$ cat config.mk
export PLATFORM = sky130hd
export DESIGN_NAME = fltToUint
export DESIGN_NICKNAME = d
export VERILOG_FILES = /design/src/rtl/f2u_pkg.sv /design/src/rtl/f2u_align.sv /design/src/rtl/f2u_ctrl.sv /design/src/rtl/f2u_finish.sv /design/src/rtl/fltToUint.sv
export SDC_FILE = /design/constraint.sdc
export NUM_CORES = 1
export LEC_CHECK = 0
export BUFFER_PORTS_ARGS = -buffer_cell sky130_fd_sc_hd__buf_2
export CORE_AREA = 2 2 128 162
export DETAILED_ROUTE_END_ITERATION = 7
export DIE_AREA = 0 0 130 164
export PLACE_DENSITY = 0.53
export RECOVER_POWER = 50
export SLEW_MARGIN = 20
export SYNTH_ARGS = -nofsm -noshare
export SYNTH_HDL_FRONTEND = slang
export SYNTH_SLANG_ARGS = --single-unit
$ cat constraint.sdc
create_clock -name vclk -period 7.4
set_input_delay 0.37 -clock vclk [all_inputs]
set_output_delay 0.37 -clock vclk [all_outputs]
set_load 0.02 [all_outputs]
$ cat src/rtl/f2u_pkg.sv
package f2u_pkg;

  // One-hot rounding codes; bit position m selects rule m.
  localparam logic [4:0] RM_NEAR_EVEN = 5'b00001;
  localparam logic [4:0] RM_NEAR_AWAY = 5'b00010;
  localparam logic [4:0] RM_UP        = 5'b00100;
  localparam logic [4:0] RM_DOWN      = 5'b01000;
  localparam logic [4:0] RM_ZERO      = 5'b10000;

  // Control-to-datapath strobes.
  typedef struct packed {
    logic useDefault;   // replace the result by the sign default
    logic defaultOnes;  // default is all ones (else all zeros)
    logic roundUp;      // add one to the truncated magnitude
  } f2uStrobes_t;

endpackage

$ cat src/rtl/f2u_align.sv
module f2u_align #(
  parameter int FLT_W = 32,
  parameter int EXP_W = 8,
  parameter int INT_W = 32
) (
  input  logic [FLT_W-1:0] fltIn,
  output logic             signBit,
  output logic             expAllOnes,
  output logic             preOverflow,
  output logic             roundBit,
  output logic             stickyBit,
  output logic             magLsb,
  output logic             magAllOnes,
  output logic             magNonZero,
  output logic [INT_W-1:0] magnitude
);

  localparam int FRAC_W = FLT_W - EXP_W - 1;
  localparam int SIG_W  = FLT_W - EXP_W;
  localparam int MW     = INT_W + SIG_W;
  localparam int XW     = 2 * SIG_W + 1;
  localparam int BIAS   = (1 << (EXP_W - 1)) - 1;
  localparam int DW     = EXP_W + $clog2(MW + XW) + 2;

  logic [EXP_W-1:0]     expField;
  logic [FRAC_W-1:0]    fracField;
  logic [SIG_W-1:0]     sig;
  logic signed [DW-1:0] effExp;
  logic signed [DW-1:0] lsbExp;
  logic [DW-1:0]        rightAmt;
  logic [XW-1:0]        ext;
  logic [MW-1:0]        magWide;

  always_comb begin
    expField   = fltIn[FLT_W-2 -: EXP_W];
    fracField  = fltIn[FRAC_W-1:0];
    signBit    = fltIn[FLT_W-1];
    expAllOnes = &expField;
    sig        = {|expField, fracField};
    // Subnormals share the weight of the smallest normal exponent.
    effExp     = (|expField) ? signed'(DW'(expField)) : signed'(DW'(1));
    // Weight (power of two) of the significand LSB.
    lsbExp     = effExp - signed'(DW'(BIAS + FRAC_W));

    rightAmt    = '0;
    ext         = '0;
    magWide     = '0;
    roundBit    = 1'b0;
    stickyBit   = 1'b0;
    preOverflow = 1'b0;

    if (!lsbExp[DW-1]) begin
      // Integer-valued: shift left, no fraction bits remain.
      if (lsbExp >= signed'(DW'(INT_W))) begin
        preOverflow = |sig;
      end else begin
        magWide     = MW'(sig) << $unsigned(lsbExp);
        preOverflow = |magWide[MW-1:INT_W];
      end
    end else begin
      // Fractional part present: shift right, keep round and sticky.
      rightAmt = $unsigned(-lsbExp);
      if (rightAmt > DW'(SIG_W + 1)) rightAmt = DW'(SIG_W + 1);
      ext         = {sig, {(SIG_W + 1){1'b0}}} >> rightAmt;
      magWide     = MW'(ext[XW-1:SIG_W+1]);
      roundBit    = ext[SIG_W];
      stickyBit   = |ext[SIG_W-1:0];
      preOverflow = |magWide[MW-1:INT_W];
    end

    magnitude  = magWide[INT_W-1:0];
    magLsb     = magWide[0];
    magAllOnes = &magWide[INT_W-1:0];
    magNonZero = |magWide[INT_W-1:0];
  end

endmodule

$ cat src/rtl/f2u_ctrl.sv
module f2u_ctrl
  import f2u_pkg::*;
#(
  parameter logic [4:0] RMODE = RM_NEAR_EVEN
) (
  input  logic        signBit,
  input  logic        expAllOnes,
  input  logic        preOverflow,
  input  logic        roundBit,
  input  logic        stickyBit,
  input  logic        magLsb,
  input  logic        magAllOnes,
  input  logic        magNonZero,
  output f2uStrobes_t strobes
);

  logic inexact;
  logic incr;
  logic carryOut;
  logic resultNonZero;

  always_comb begin
    inexact = roundBit | stickyBit;
    case (RMODE)
      RM_NEAR_EVEN: incr = roundBit & (stickyBit | magLsb);
      RM_NEAR_AWAY: incr = roundBit;
      RM_UP:        incr = ~signBit & inexact;
      RM_DOWN:      incr = signBit & inexact;
      default:      incr = 1'b0;
    endcase

    carryOut      = incr & magAllOnes;
    resultNonZero = magNonZero | incr;

    strobes.roundUp     = incr;
    strobes.defaultOnes = ~signBit;
    strobes.useDefault  = expAllOnes | preOverflow | carryOut |
                          (signBit & resultNonZero);
  end

endmodule

$ cat src/rtl/f2u_finish.sv
module f2u_finish
  import f2u_pkg::*;
#(
  parameter int INT_W = 32
) (
  input  logic [INT_W-1:0] magnitude,
  input  f2uStrobes_t      strobes,
  output logic [INT_W-1:0] intOut
);

  logic [INT_W-1:0] rounded;

  always_comb begin
    rounded = magnitude + INT_W'(strobes.roundUp);
    if (strobes.useDefault)
      intOut = strobes.defaultOnes ? {INT_W{1'b1}} : {INT_W{1'b0}};
    else
      intOut = rounded;
  end

endmodule

$ cat src/rtl/fltToUint.sv
module fltToUint
  import f2u_pkg::*;
#(
  parameter int         FLT_W = 32,
  parameter int         EXP_W = 8,
  parameter int         INT_W = 32,
  parameter logic [4:0] RMODE = RM_NEAR_EVEN
) (
  input  logic [FLT_W-1:0] fltIn,
  output logic [INT_W-1:0] intOut
);

  logic             signBit;
  logic             expAllOnes;
  logic             preOverflow;
  logic             roundBit;
  logic             stickyBit;
  logic             magLsb;
  logic             magAllOnes;
  logic             magNonZero;
  logic [INT_W-1:0] magnitude;
  f2uStrobes_t      strobes;

  f2u_align #(.FLT_W(FLT_W), .EXP_W(EXP_W), .INT_W(INT_W)) u_align (
    .fltIn      (fltIn),
    .signBit    (signBit),
    .expAllOnes (expAllOnes),
    .preOverflow(preOverflow),
    .roundBit   (roundBit),
    .stickyBit  (stickyBit),
    .magLsb     (magLsb),
    .magAllOnes (magAllOnes),
    .magNonZero (magNonZero),
    .magnitude  (magnitude)
  );

  f2u_ctrl #(.RMODE(RMODE)) u_ctrl (
    .signBit    (signBit),
    .expAllOnes (expAllOnes),
    .preOverflow(preOverflow),
    .roundBit   (roundBit),
    .stickyBit  (stickyBit),
    .magLsb     (magLsb),
    .magAllOnes (magAllOnes),
    .magNonZero (magNonZero),
    .strobes    (strobes)
  );

  f2u_finish #(.INT_W(INT_W)) u_finish (
    .magnitude(magnitude),
    .strobes  (strobes),
    .intOut   (intOut)
  );

endmodule

## Yosys cells after proc, flatten, opt, wreduce, memory -nomap -nowiden

Cells that the tools add are included.

- Register bits after elaboration: 0
- Input port bits: 32
- Logic and storage cells: 33

- Add/sub/neg operators: 3
- Order comparisons: 2
- Shifts and indexed selects: 2
- Multiplexer cells: 11
- Bitwise logic cells: 8
- Reductions and logical operators: 7

Operators with widths:

| cell | number |
|---|---|
| $mux W32 | 4 |
| $shl A24 B17 Y56 | 1 |
| $shr A49 B17 Y49 | 1 |
| $reduce_or A24 Y1 | 2 |
| $mux W17 | 2 |
| $add A32 B1 Y32 | 1 |
| $reduce_and A32 Y1 | 1 |
| $reduce_or A32 Y1 | 1 |
| $reduce_or A31 Y1 | 1 |
| $ge A17 B7 Y1 const B | 1 |
| $gt A17 B5 Y1 const B | 1 |
| $neg A17 Y17 | 1 |
| $sub A17 B9 Y17 const B | 1 |
| $mux W8 | 1 |
| $reduce_and A8 Y1 | 1 |
| $reduce_or A8 Y1 | 1 |
| $or A1 B1 Y1 | 5 |
| $mux W1 | 4 |
| $and A1 B1 Y1 | 3 |

## Longest topological paths before layout

- Word-level depth: 16
- Depth in mapped cells: 26

## Hierarchy

A second synthesis with hierarchy kept.

- Cells, all modules: 991
- Area total of the unflattened synthesis: 6,038.3 sq um

Modules (own cells, without submodules):

| module | instances | cells each | area each (sq um) |
|---|---|---|---|
| f2u_align | 1 | 821 | 4,936.0 |
| f2u_finish | 1 | 163 | 1,056.0 |
| f2u_ctrl | 1 | 7 | 46.3 |

## Least setup slack after synthesis

Ideal clock, no wire load.

- Kind: input-to-output
- Start point: in fltIn[24]
- End point: out intOut[24]
- Data arrival time: 5.981 ns
- Data required time: 7.030 ns
- Slack: 1.049 ns
- Stages on the path: 25
- Buffers on the path: 5
- Cells stage by stage: buf_2 buf_1 buf_1 clkbuf_1 clkbuf_1 ha_1 o21ai_1 nand2_1 ha_1 nor2b_1 o21a_1 nand2_1 o32ai_2 o211a_2 nand3_1 o32ai_1 a221oi_1 a21boi_2 ha_1 inv_1 a221o_1 nand4b_4 nor4_1 xor2_1 a21boi_1

- Longest elaborated chain between the ends: 16
- Elaborated cells between the ends (all ways): 32
- Those cells by class: 3 x add/sub; 2 x order compare; 2 x shift; 10 x mux; 8 x bitwise; 7 x reduce/logical

RTL lines:

| item | RTL line | source |
|---|---|---|
| from (decl) | fltToUint.sv:9 | `input logic [FLT_W-1:0] fltIn,` |
| branches (longest 15 deep; another with $sub A17 B9 Y17) | n/a |  |
| $mux W32 (*) | f2u_finish.sv:15 | `if (strobes.useDefault)` |
| to (decl) | fltToUint.sv:10 | `output logic [INT_W-1:0] intOut` |

Mark *: on every way between the ends. The select of a mux whose other input is x is not followed.

## Worst setup path in the final report

Ends and elaborated chain as after synthesis.

==> out/metrics.cfg <==
[status]
status=finished, final reports clean

[floorplanning]
dieArea_um2=21320
rows=58
die_h_um=164
fp.dieW_um=130
start_util=0.2957
io_pins=64
core_area_um2=19810

[final_layout]
mostFrequentLayoutCells=84 x nor2_1, 82 x nand2_1, 64 x buf_2, 48 x a21oi_1, 46 x nor3_1
seqCellArea_um2=0
area_delta_synth_final_pct=8.373
design.seq.count=0
finalNonFillerCells=1139
n_antenna_cell=0
fin_area_um2=6349
layout-drive-gt1-share=0.2129
nets=908
final_common_cell=nor2_1
clockBufferCount=0

[cts]
cts_setup_buffers=0
cts_resized=0
holdBufCountCts=0

[setup_path]
crit_path_start_kind=primary input
path_cells=buf_2 > ha_1 > o21ai_1 > nand2_1 > ha_1 > nor2b_1 > o21a_1 > nand2_1 > buf_4 > o32ai_2 > o211ai_1 > nor2_4 > a22oi_1 > buf_4 > o221ai_1 > a21boi_2 > ha_1 > inv_1 > a221o_1 > nand4b_4 > nor4_1 > xor2_1 > a21boi_1 > buf_2
worstSetupPathType=in -> out
crit_fanout=21
cp.required_ns=7.03
crit_slowest_cell=o211ai_1
cp_data_arrival_time_ns=6.40
end_kind=primary output
max_stage_delay_ns=0.59
cpMostUsedCell=ha_1

[pwr]
leakagePower_nw=2.204
pwr-share-clk=0
power.switching_mw=0.3585
pwr-share-seq=0
swShare=0.6833
p_comb_frac=1.000
peakVddDrop_mv=0.04235
p_per_area_nw_per_um2=82.65
internal-power_mw=0.1662
total_power_mw=0.5247

[yosys]
avgSynthCellArea_um2=6.804
synth_cell_types=104
syn_area_um2=5858
ys_warn_count=0
syn-num-nets=898
yosysSeqAreaShare=0
synthCells=861

[detailed_routing]
num_vias=7605
drc_errors=0
drt_first_iter_violations=917
wl_per_cell_um=26.61
drt_first_pass_iters=5
finalWirelength_mm=30.31
ant_nets=0
vias_per_cell=6.677

[placed_design]
hpwl_mm=23.24
portBuffers=64
place_inst=1139
gp_congestion=1.029
post_dp_cell_area_um2=6356

[global_route]
grt_overflow=0
antenna_found_initial=0
grt_max_degree=42
track_usage=0.2750
grt_pass1_wl_mm=44.84
grt_pass1_vias=7040

[timing]
rsz0062_at_grt=no
fin_setup_tns_ns=0
timing.final.crit_share=0.9152
relSlewSlack=0.07112
holdWs_ns=1.072
finalSetupViolCount=0
tightestPinTransition_ns=1.387
slew_violations=0
hold_violations=0
finalCriticalPeriod_ns=6.773
fmax_ghz=0.1477

[worst_hold_path]
hold_class=in -> out

[run]
cap_violations=0

-- cells by family after synthesis --
group | synth area share
muxes | 0.1365
AOI/OAI and AO/OA | 0.4210
buffers and inverters | 0.07967
xor gates and xnor gates | 0.04891
and+or+nand+nor | 0.3033
adders and majority gates | 0.01068
-- synth_stat cells (7+ instances only) --
library cell  number  share of area
a32oi_1            8          0.012
mux4_2            17          0.065
o211ai_1          13          0.017
and3_1             7         0.0075
nand3_1           28          0.024
a221o_1            7          0.012
nor4_1            13          0.014
nand4_1           13          0.014
nor4b_1            7          0.010
a211oi_1          13          0.017
nor2_1            84          0.054
a21o_1             9          0.012
o22ai_1           19          0.020
mux2i_1           30          0.051
o21a_1             9          0.012
a21boi_1          21          0.027
a21oi_1           48          0.041
inv_1             11         0.0070
nand2_1           82          0.053
mux2_2             9          0.017
a22oi_1           10          0.013
o21ai_1            7         0.0060
clkbuf_1          53          0.034
and2_1             9         0.0096
nor2b_1           10          0.011
or3_1              8         0.0085
a31oi_1           20          0.021
buf_6              7          0.013
xor2_1             9          0.013
nor3_1            46          0.039
o21ai_0           37          0.032
buf_2             13          0.011
xnor2_1           20          0.030
-- per-stage QoR --
stage / setup WS, ns / utilization
2_1_floorplan: 1.049 / -
6_report: 0.6273 / 0.3205
5_1_grt: 0.1209 / 0.3205
3_3_place_gp: 0.8675 / 0.3208
4_1_cts: 0.7271 / 0.3208
3_5_place_dp: 0.7403 / 0.3208
-- layer usage --
layer,part of all wire,track usage,wire (um)
met1,0.37,0.3423,11140
met2,0.47,0.4453,14320
met3,0.076,0.02932,2311
met4,0.084,0.1828,2535
met5,0,0,0
-- worst max-delay path, delay by kind of cell --
family / cells / cell delay (ns)
simple gates: 6 / 1.52
buf+inv: 5 / 0.84
compound gates: 9 / 2.62
fa+ha+maj: 3 / 0.93
xor+xnor: 1 / 0.11
-- power groups by stage --
stage | Clock (mW) | Combinational (mW) | Sequential (mW)
2_1_floorplan | 0 | 0.343 | 0
3_3_place_gp | 0 | 0.511 | 0
3_5_place_dp | 0 | 0.505 | 0
4_1_cts | 0 | 0.506 | 0
5_1_grt | 0 | 0.546 | 0
6_report | 0 | 0.525 | 0
-- final cells by class --
class                           instances  area [um2]
Timing Repair Buffer                   94       543.0
Tap cell                              270       337.8
Fill cell                            2166       13460
Multi-Input combinational cell        762        5416
Inverter                               13       51.30
-- worst paths after layout --
kind       from          to  slack [ns]  cells after the start
min   fltIn[31]   intOut[0]        1.07                      3
max   fltIn[24]  intOut[24]        0.63                     24
(Power assumes the default switching activity.)
